**src/rtl/mcpwm_pkg.sv**
```systemverilog
package mcpwm_pkg;
  localparam int N_CAR  = 4;
  localparam int BAND_W = 14;
  localparam int REF_W  = 17;

  typedef enum logic [2:0] {
    MODE_PD   = 3'd0,
    MODE_POD  = 3'd1,
    MODE_APOD = 3'd2,
    MODE_VS90 = 3'd3,
    MODE_HS   = 3'd4
  } mode_e;

  typedef struct packed {
    mode_e      mode;
    logic [1:0] mf_sel;
  } cfg_t;

  function automatic logic [5:0] mf_of(logic [1:0] sel);
    return 6'd21 + 6'd6 * {4'd0, sel};
  endfunction

  function automatic mode_e mode_norm(logic [2:0] code);
    return (code > 3'd4) ? MODE_PD : mode_e'(code);
  endfunction
endpackage

```
**src/rtl/mcpwm_phase.sv**
```systemverilog
module mcpwm_phase
  import mcpwm_pkg::*;
#(
  parameter int          ACC_W   = 32,
  parameter int unsigned REF_INC = 2147
) (
  input  logic             clk_i,
  input  logic             rst_ni,
  input  logic [2:0]       mode_i,
  input  logic [1:0]       mf_sel_i,
  output logic             run_o,
  output logic [ACC_W-1:0] phase_o,
  output cfg_t             cfg_o
);
  localparam logic [ACC_W:0] INC_EXT = (ACC_W+1)'(REF_INC);

  logic [ACC_W:0] sum;
  cfg_t           cfg_new;

  assign sum     = {1'b0, phase_o} + INC_EXT;
  assign cfg_new = '{mode: mode_norm(mode_i), mf_sel: mf_sel_i};

  always_ff @(posedge clk_i or negedge rst_ni) begin
    if (!rst_ni) begin
      run_o   <= 1'b0;
      phase_o <= '0;
      cfg_o   <= '{mode: MODE_PD, mf_sel: 2'd0};
    end else if (!run_o) begin
      run_o <= 1'b1;
      cfg_o <= cfg_new;
    end else begin
      phase_o <= sum[ACC_W-1:0];
      if (sum[ACC_W]) cfg_o <= cfg_new;
    end
  end

  // settings move only on a period start
  a_r13_cfg_at_start: assert property (@(posedge clk_i) disable iff (!rst_ni)
    !$stable(cfg_o) |-> (phase_o < ACC_W'(REF_INC)));
endmodule

```
**src/rtl/mcpwm_ref.sv**
```systemverilog
module mcpwm_ref
  import mcpwm_pkg::*;
#(
  parameter int ACC_W = 32
) (
  input  logic [ACC_W-1:0]        phase_i,
  input  logic [15:0]             mod_idx_i,
  output logic signed [REF_W-1:0] ref_o
);
  logic [14:0] u;
  logic [15:0] cu;
  logic [31:0] prod;
  logic [18:0] mag_raw;
  logic [14:0] mag;
  logic [15:0] mi_c;
  logic [31:0] sp;
  logic [14:0] scaled;

  always_comb begin
    u       = phase_i[ACC_W-2 -: 15];
    cu      = 16'd32768 - {1'b0, u};
    prod    = {17'd0, u} * {16'd0, cu};
    mag_raw = prod[31:13];
    mag     = (mag_raw > 19'd32767) ? 15'h7fff : mag_raw[14:0];
    mi_c    = (mod_idx_i > 16'h8000) ? 16'h8000 : mod_idx_i;
    sp      = {17'd0, mag} * {16'd0, mi_c};
    scaled  = sp[29:15];
    ref_o   = phase_i[ACC_W-1] ? -$signed({2'b00, scaled}) : $signed({2'b00, scaled});
  end
endmodule

```
**src/rtl/mcpwm_carrier_bank.sv**
```systemverilog
module mcpwm_carrier_bank
  import mcpwm_pkg::*;
#(
  parameter int ACC_W = 32
) (
  input  logic                    clk_i,
  input  logic                    rst_ni,
  input  logic                    run_i,
  input  logic [ACC_W-1:0]        phase_i,
  input  cfg_t                    cfg_i,
  input  logic signed [REF_W-1:0] ref_i,
  output logic [N_CAR-1:0]        cmp_o
);
  localparam int CW = REF_W + 1;

  logic [ACC_W-1:0]     cbase;
  logic [N_CAR-1:0]     hit;
  logic signed [CW-1:0] ref_x;

  assign cbase = phase_i * ACC_W'(mf_of(cfg_i.mf_sel));
  assign ref_x = CW'(ref_i);

  for (genvar j = 0; j < N_CAR; j++) begin : g_car
    localparam logic signed [CW-1:0] LOW = CW'(-32768 + j * (1 << BAND_W));
    logic [1:0]           quarter;
    logic [ACC_W-1:0]     cp;
    logic [BAND_W:0]      p;
    logic [BAND_W-1:0]    t;
    logic signed [CW-1:0] car;

    always_comb begin
      case (cfg_i.mode)
        MODE_POD:           quarter = (j < N_CAR / 2) ? 2'd2 : 2'd0;
        MODE_APOD:          quarter = (j % 2 == 1) ? 2'd2 : 2'd0;
        MODE_VS90, MODE_HS: quarter = 2'(j);
        default:            quarter = 2'd0;
      endcase
      cp = cbase + {quarter, {(ACC_W-2){1'b0}}};
      p  = cp[ACC_W-1 -: BAND_W+1];
      t  = p[BAND_W] ? ~p[BAND_W-1:0] : p[BAND_W-1:0];
      if (cfg_i.mode == MODE_HS)
        car = CW'(-32768) + $signed({2'b00, t, 2'b00});
      else
        car = LOW + $signed({{(CW-BAND_W){1'b0}}, t});
      hit[j] = ref_x > car;
    end
  end

  always_ff @(posedge clk_i or negedge rst_ni) begin
    if (!rst_ni)     cmp_o <= 4'b0011;
    else if (run_i)  cmp_o <= hit;
  end

  // stacked bands give a thermometer code
  a_r4_stacked_thermo: assert property (@(posedge clk_i) disable iff (!rst_ni)
    ($past(cfg_i.mode) != MODE_HS) |->
      ((!cmp_o[1] || cmp_o[0]) && (!cmp_o[2] || cmp_o[1]) && (!cmp_o[3] || cmp_o[2])));
endmodule

```
**src/rtl/mcpwm_deadtime.sv**
```systemverilog
module mcpwm_deadtime #(
  parameter int DT_W = 8
) (
  input  logic            clk_i,
  input  logic            rst_ni,
  input  logic            des_i,
  input  logic [DT_W-1:0] dead_i,
  output logic            hi_o,
  output logic            lo_o
);
  logic            cur_q;
  logic [DT_W-1:0] cnt_q;

  always_ff @(posedge clk_i or negedge rst_ni) begin
    if (!rst_ni) begin
      cur_q <= 1'b0;
      cnt_q <= '0;
    end else if (des_i != cur_q) begin
      cur_q <= des_i;
      cnt_q <= dead_i;
    end else if (cnt_q != '0) begin
      cnt_q <= cnt_q - 1'b1;
    end
  end

  assign hi_o = cur_q && (cnt_q == '0);
  assign lo_o = !cur_q && (cnt_q == '0);

  a_r12_exclusive: assert property (@(posedge clk_i) disable iff (!rst_ni)
    !(hi_o && lo_o));
  a_r12_blank: assert property (@(posedge clk_i) disable iff (!rst_ni)
    ((des_i != cur_q) && (dead_i != '0)) |=> (!hi_o && !lo_o));
endmodule

```
**src/rtl/mcpwm_mod.sv**
```systemverilog
module mcpwm_mod
  import mcpwm_pkg::*;
#(
  parameter int          ACC_W   = 32,
  parameter int unsigned REF_INC = 2147,
  parameter int          DT_W    = 8
) (
  input  logic              clk_i,
  input  logic              rst_ni,
  input  logic [2:0]        mode_i,
  input  logic [1:0]        mf_sel_i,
  input  logic [15:0]       mod_idx_i,
  input  logic [DT_W-1:0]   dead_i,
  output logic [3:0]        cmp_o,
  output logic [3:0]        gate_hi_o,
  output logic [3:0]        gate_lo_o,
  output logic signed [2:0] level_o
);
  logic                    run;
  logic [ACC_W-1:0]        phase;
  cfg_t                    cfg;
  logic signed [REF_W-1:0] ref_v;
  logic [3:0]              leg_des;

  mcpwm_phase #(.ACC_W(ACC_W), .REF_INC(REF_INC)) u_phase (
    .clk_i, .rst_ni, .mode_i, .mf_sel_i,
    .run_o(run), .phase_o(phase), .cfg_o(cfg)
  );

  mcpwm_ref #(.ACC_W(ACC_W)) u_ref (
    .phase_i(phase), .mod_idx_i, .ref_o(ref_v)
  );

  mcpwm_carrier_bank #(.ACC_W(ACC_W)) u_bank (
    .clk_i, .rst_ni, .run_i(run), .phase_i(phase), .cfg_i(cfg),
    .ref_i(ref_v), .cmp_o
  );

  assign level_o = 3'($countones(cmp_o)) - 3'sd2;

  // leg order {cell1 B, cell1 A, cell0 B, cell0 A}
  always_comb begin
    case (level_o)
      3'sd2:   leg_des = 4'b0101;
      3'sd1:   leg_des = 4'b0001;
      -3'sd1:  leg_des = 4'b0010;
      -3'sd2:  leg_des = 4'b1010;
      default: leg_des = 4'b0000;
    endcase
  end

  for (genvar g = 0; g < 4; g++) begin : g_leg
    mcpwm_deadtime #(.DT_W(DT_W)) u_dt (
      .clk_i, .rst_ni, .des_i(leg_des[g]), .dead_i,
      .hi_o(gate_hi_o[g]), .lo_o(gate_lo_o[g])
    );
  end

  // a cell never raises both of its legs
  a_r11_cell_legs: assert property (@(posedge clk_i) disable iff (!rst_ni)
    !(gate_hi_o[0] && gate_hi_o[1]) && !(gate_hi_o[2] && gate_hi_o[3]));
endmodule

```
**config.mk**
```make
export PLATFORM = sky130hd
export DESIGN_NAME = mcpwm_mod
export DESIGN_NICKNAME = d
export VERILOG_FILES = /design/src/rtl/mcpwm_pkg.sv /design/src/rtl/mcpwm_phase.sv /design/src/rtl/mcpwm_ref.sv /design/src/rtl/mcpwm_carrier_bank.sv /design/src/rtl/mcpwm_deadtime.sv /design/src/rtl/mcpwm_mod.sv
export SDC_FILE = /design/constraint.sdc
export NUM_CORES = 2
export LEC_CHECK = 0
export BUFFER_PORTS_ARGS = -buffer_cell sky130_fd_sc_hd__buf_2
export CORE_AREA = 2 2 240 242
export DETAILED_ROUTE_END_ITERATION = 10
export DIE_AREA = 0 0 242 244
export PLACE_DENSITY = 0.63
export SLEW_MARGIN = 0
export SYNTH_ARGS = -nofsm -noshare
export SYNTH_HDL_FRONTEND = slang
export SYNTH_SLANG_ARGS = --single-unit
```
**constraint.sdc**
```tcl
create_clock -name clk_i -period 47 [get_ports clk_i]
set_clock_uncertainty 0.1 [all_clocks]
set_input_delay 7.05 -clock clk_i [delete_from_list [all_inputs] [get_ports clk_i]]
set_output_delay 7.05 -clock clk_i [all_outputs]
set_load 0.005 [all_outputs]
```
==> qor.csv <==
stage,metric,value,unit
synthesis,post-synthesis sequential area ratio,0.07008,
timing,number of hold violations in the final report,0,
route,Detail Route met2 WL,34.72,mm
synthesis,"EDFF count, synth",0,
synthesis,mean post-synth cell area,8.516,um2
worst_setup_path,startpoint type of the worst setup path,flop,
synthesis,synthesis-stage register bit count,78,
timing,setup_tns,0,ps
layout,diodes inserted,0,
floorplan,initial standard-cell utilization of the core,0.4965,
min_path,Worst Hold Class,reg -> reg,
synthesis,post-synthesis async set-or-reset flop share,1.000,
clock_tree,CTS tree,yes,
timing,pins over their slew limit,0,
floorplan,DIE WIDTH,242,um
clock_tree,root buf cell,clkbuf_16,
timing,unrepaired setup endpoints after global routing,false,
worst_setup_path,endpoint of the most critical register-to-register path,u_bank.cmp_o[3],
route,highest metal layer used by the detailed router,met4,
global_route,residual overflow from global routing,0,
layout,fin util,0.5156,
global_route,maximum number of pins on one net before global-route repair,79,
worst_setup_path,register-to-register setup slack,28440,ps
worst_setup_path,cell mode on critical path,fa_1,
route,first-iteration detailed-routing DRC count,1418,
run_status,outcome,"complete, no violations",
route,number of detailed-routing iterations run before antenna repair,5,
synthesis,synth warn,0,
floorplan,overall die height,244,um
route,number of antenna-violating nets in the routed design,0,
timing,share of the clock period used by the worst path,0.3950,
layout,share of final-layout standard cells stronger than drive strength 1,0.04673,
clock_tree,TritonCTS Buffers,9,
floorplan,total number of placement rows,87,
layout,synth-to-layout area growth,3.849,%
worst_setup_path,Crit Path Max Fanout,19,
worst_setup_path,data arrival at the endpoint of the critical path,18690,ps
timing,final period demand of the worst path,18560,ps
timing,relative slew slack,0.1517,
worst_setup_path,launching instance or port of the critical path,u_phase.phase_o[17],
floorplan,floorplan die area,59050,um2
route,total length of routed wires,74.06,mm
clock_tree,Sink Count,78,
worst_setup_path,"Slowest-stage cell, CP",nor2_1,
clock_tree,maximum clock insertion buffer count,2,
flow_run,# Max-Cap Violations,0,
clock_tree,H-tree levels,3,
clock_tree,number of instances resized during post-cts repair,0,
route,vias post-DR,22060,
global_route,global-route usage over all layers,0.2581,
place,Port-buffer cells,45,
clock_tree,clk slew on worst S/H paths,70,ps
worst_setup_path,Critical path destination,u_bank.cmp_o[3],
worst_setup_path,cell depth of the worst flop-to-flop path,58,
layout,"most common cell after layout, fill and taps aside",inv_1,
clock_tree,source-to-sink clock delay at the later pin of the worst-skew pair,350,ps
layout,"top library cells by usage in the layout, fill and taps aside","inv_1 (487), fa_1 (448), ha_1 (315), nand2_1 (286), nor2_1 (284)",
timing,highest clock rate,0.05387,GHz
place,gpl congestion,0.9550,
synthesis,Synth Cell Area,27890,um2
route,Metal-1 WL,33.00,mm
worst_setup_path,kind of critical path,reg -> reg,
synthesis,synthesized instance count,3275,
route,routed vias/inst,5.562,
worst_setup_path,largest stage delay on the critical path,890,ps
clock_tree,number of buffers inserted to repair setup after CTS,0,
floorplan,core area,56170,um2
global_route,antenna violations before repair,0,
worst_setup_path,endpoint type of the worst setup path,flop,
place,hpwl dp,60.27,mm
timing,worst hold slack after final layout,475.5,ps
synthesis,number of distinct standard cells referenced by the synthesized netlist,93,
clock_tree,Post-CTS Hold Buffers,0,
timing,Worst-Margin Slew,1263,ps
layout,number of nets in the layout,3999,
route,average wire per cell in the routed design,18.67,um
route,met3 routed WL,4.324,mm
global_route,wire length of the first global-routing pass,123.2,mm
floorplan,top-level I/O count,46,
global_route,vias in the first global route,23054,
synthesis,Main synth FF type,dfrtp_1,
worst_setup_path,"Req. time, crit path",47130,ps
timing,"Setup violations, final",0,
worst_setup_path,launch instance of the worst register-to-register path,u_phase.phase_o[17],
route,drc violations,0,
==> flip-flops by register name (all words and copies together) (netlist names) <==
signal,cells
g_leg.u_dt.cnt_q,32
u_bank.cmp_o,4
u_phase.cfg_o,5
g_leg.u_dt.cur_q,4
u_phase.run_o,1
u_phase.phase_o,32
==> area by class of cell <==
cell class / count / area (um2)
multi-input combinational: 2554 / 23490
clock inverter: 6 / 68.82
tap: 756 / 945.9
clock buffer: 10 / 229.0
timing repair buffer: 74 / 445.4
fill: 5442 / 27210
sequential: 78 / 1954
inverter: 488 / 1832
==> synthesized netlist by cell type (13+ instances only) <==
cell type | n | area share
a21o_1 | 32 | 0.0086
a21oi_1 | 139 | 0.025
a31oi_1 | 17 | 0.0038
and2_1 | 117 | 0.026
and3_1 | 13 | 0.0029
buf_1 | 14 | 0.0019
clkbuf_1 | 139 | 0.019
dfrtp_1 | 76 | 0.068
fa_1 | 448 | 0.32
ha_1 | 315 | 0.14
inv_1 | 487 | 0.066
mux2_2 | 27 | 0.011
mux2i_1 | 16 | 0.0057
nand2_1 | 286 | 0.038
nand2b_1 | 113 | 0.025
nand3_1 | 43 | 0.0077
nand4_1 | 33 | 0.0074
nor2_1 | 284 | 0.038
nor2b_1 | 83 | 0.019
nor3_1 | 45 | 0.0081
nor3b_1 | 14 | 0.0038
nor4_1 | 27 | 0.0061
o211ai_1 | 19 | 0.0051
o21ai_0 | 93 | 0.017
o21bai_1 | 15 | 0.0040
or3_1 | 21 | 0.0047
xnor2_1 | 125 | 0.039
xor2_1 | 74 | 0.023
==> how the worst min path moves through the flow <==
stage	endpoint	cells past startpoint	slack [ps]	start
global placement	u_phase.phase_o[0]	1	460	u_phase.phase_o[0]
CTS	u_phase.phase_o[0]	1	480	u_phase.phase_o[0]
finish	u_phase.phase_o[0]	1	480	u_phase.phase_o[0]
floorplan	u_phase.phase_o[0]	1	420	u_phase.phase_o[0]
detailed placement	u_phase.phase_o[0]	1	470	u_phase.phase_o[0]
global route	u_phase.phase_o[0]	1	510	u_phase.phase_o[0]
==> kinds of logic after synthesis <==
kind of cell / count (synthesis) / synth area share
AOI/OAI and AO/OA: 410 / 0.09534
xor gates and xnor gates: 201 / 0.06433
adders and majority gates: 765 / 0.4636
buffers and inverters: 657 / 0.09017
DFF: 78 / 0.07008
muxes: 43 / 0.01664
other: 2 / 0.0002693
and+or+nand+nor: 1119 / 0.1996
==> critical path: cells and delay by family, from the launching register on <==
family	cells	cell delay [ps]
adder cells (fa/ha/maj)	17	8140
multiplexers	1	380
flip-flops	1	620
AND/OR/NAND/NOR	14	3820
XOR/XNOR	1	410
buffers and inverters	8	960
AO/OA/AOI/OAI	17	3950
==> stage by stage <==
step                      instance area (um2)  std cells  worst slack [ps]
after floorplan                         27940       3289             30620
after global placement                  28670       3950             28960
after detailed placement                28670       3950             28590
after CTS                               28960       3966             28550
after global routing                    28960       3966             27320
final                                   28960       3966             28440
==> metal layers <==
layer / GRT usage / vias to the layer above
met5: 0 / -
li1: - / 10299
met2: 0.4249 / 663
met3: 0.02579 / 125
met4: 0.06481 / 0
met1: 0.3661 / 10973
Power is not shown: default switching activity piles up to over one toggle a cycle in this logic, so the estimate is an artifact.
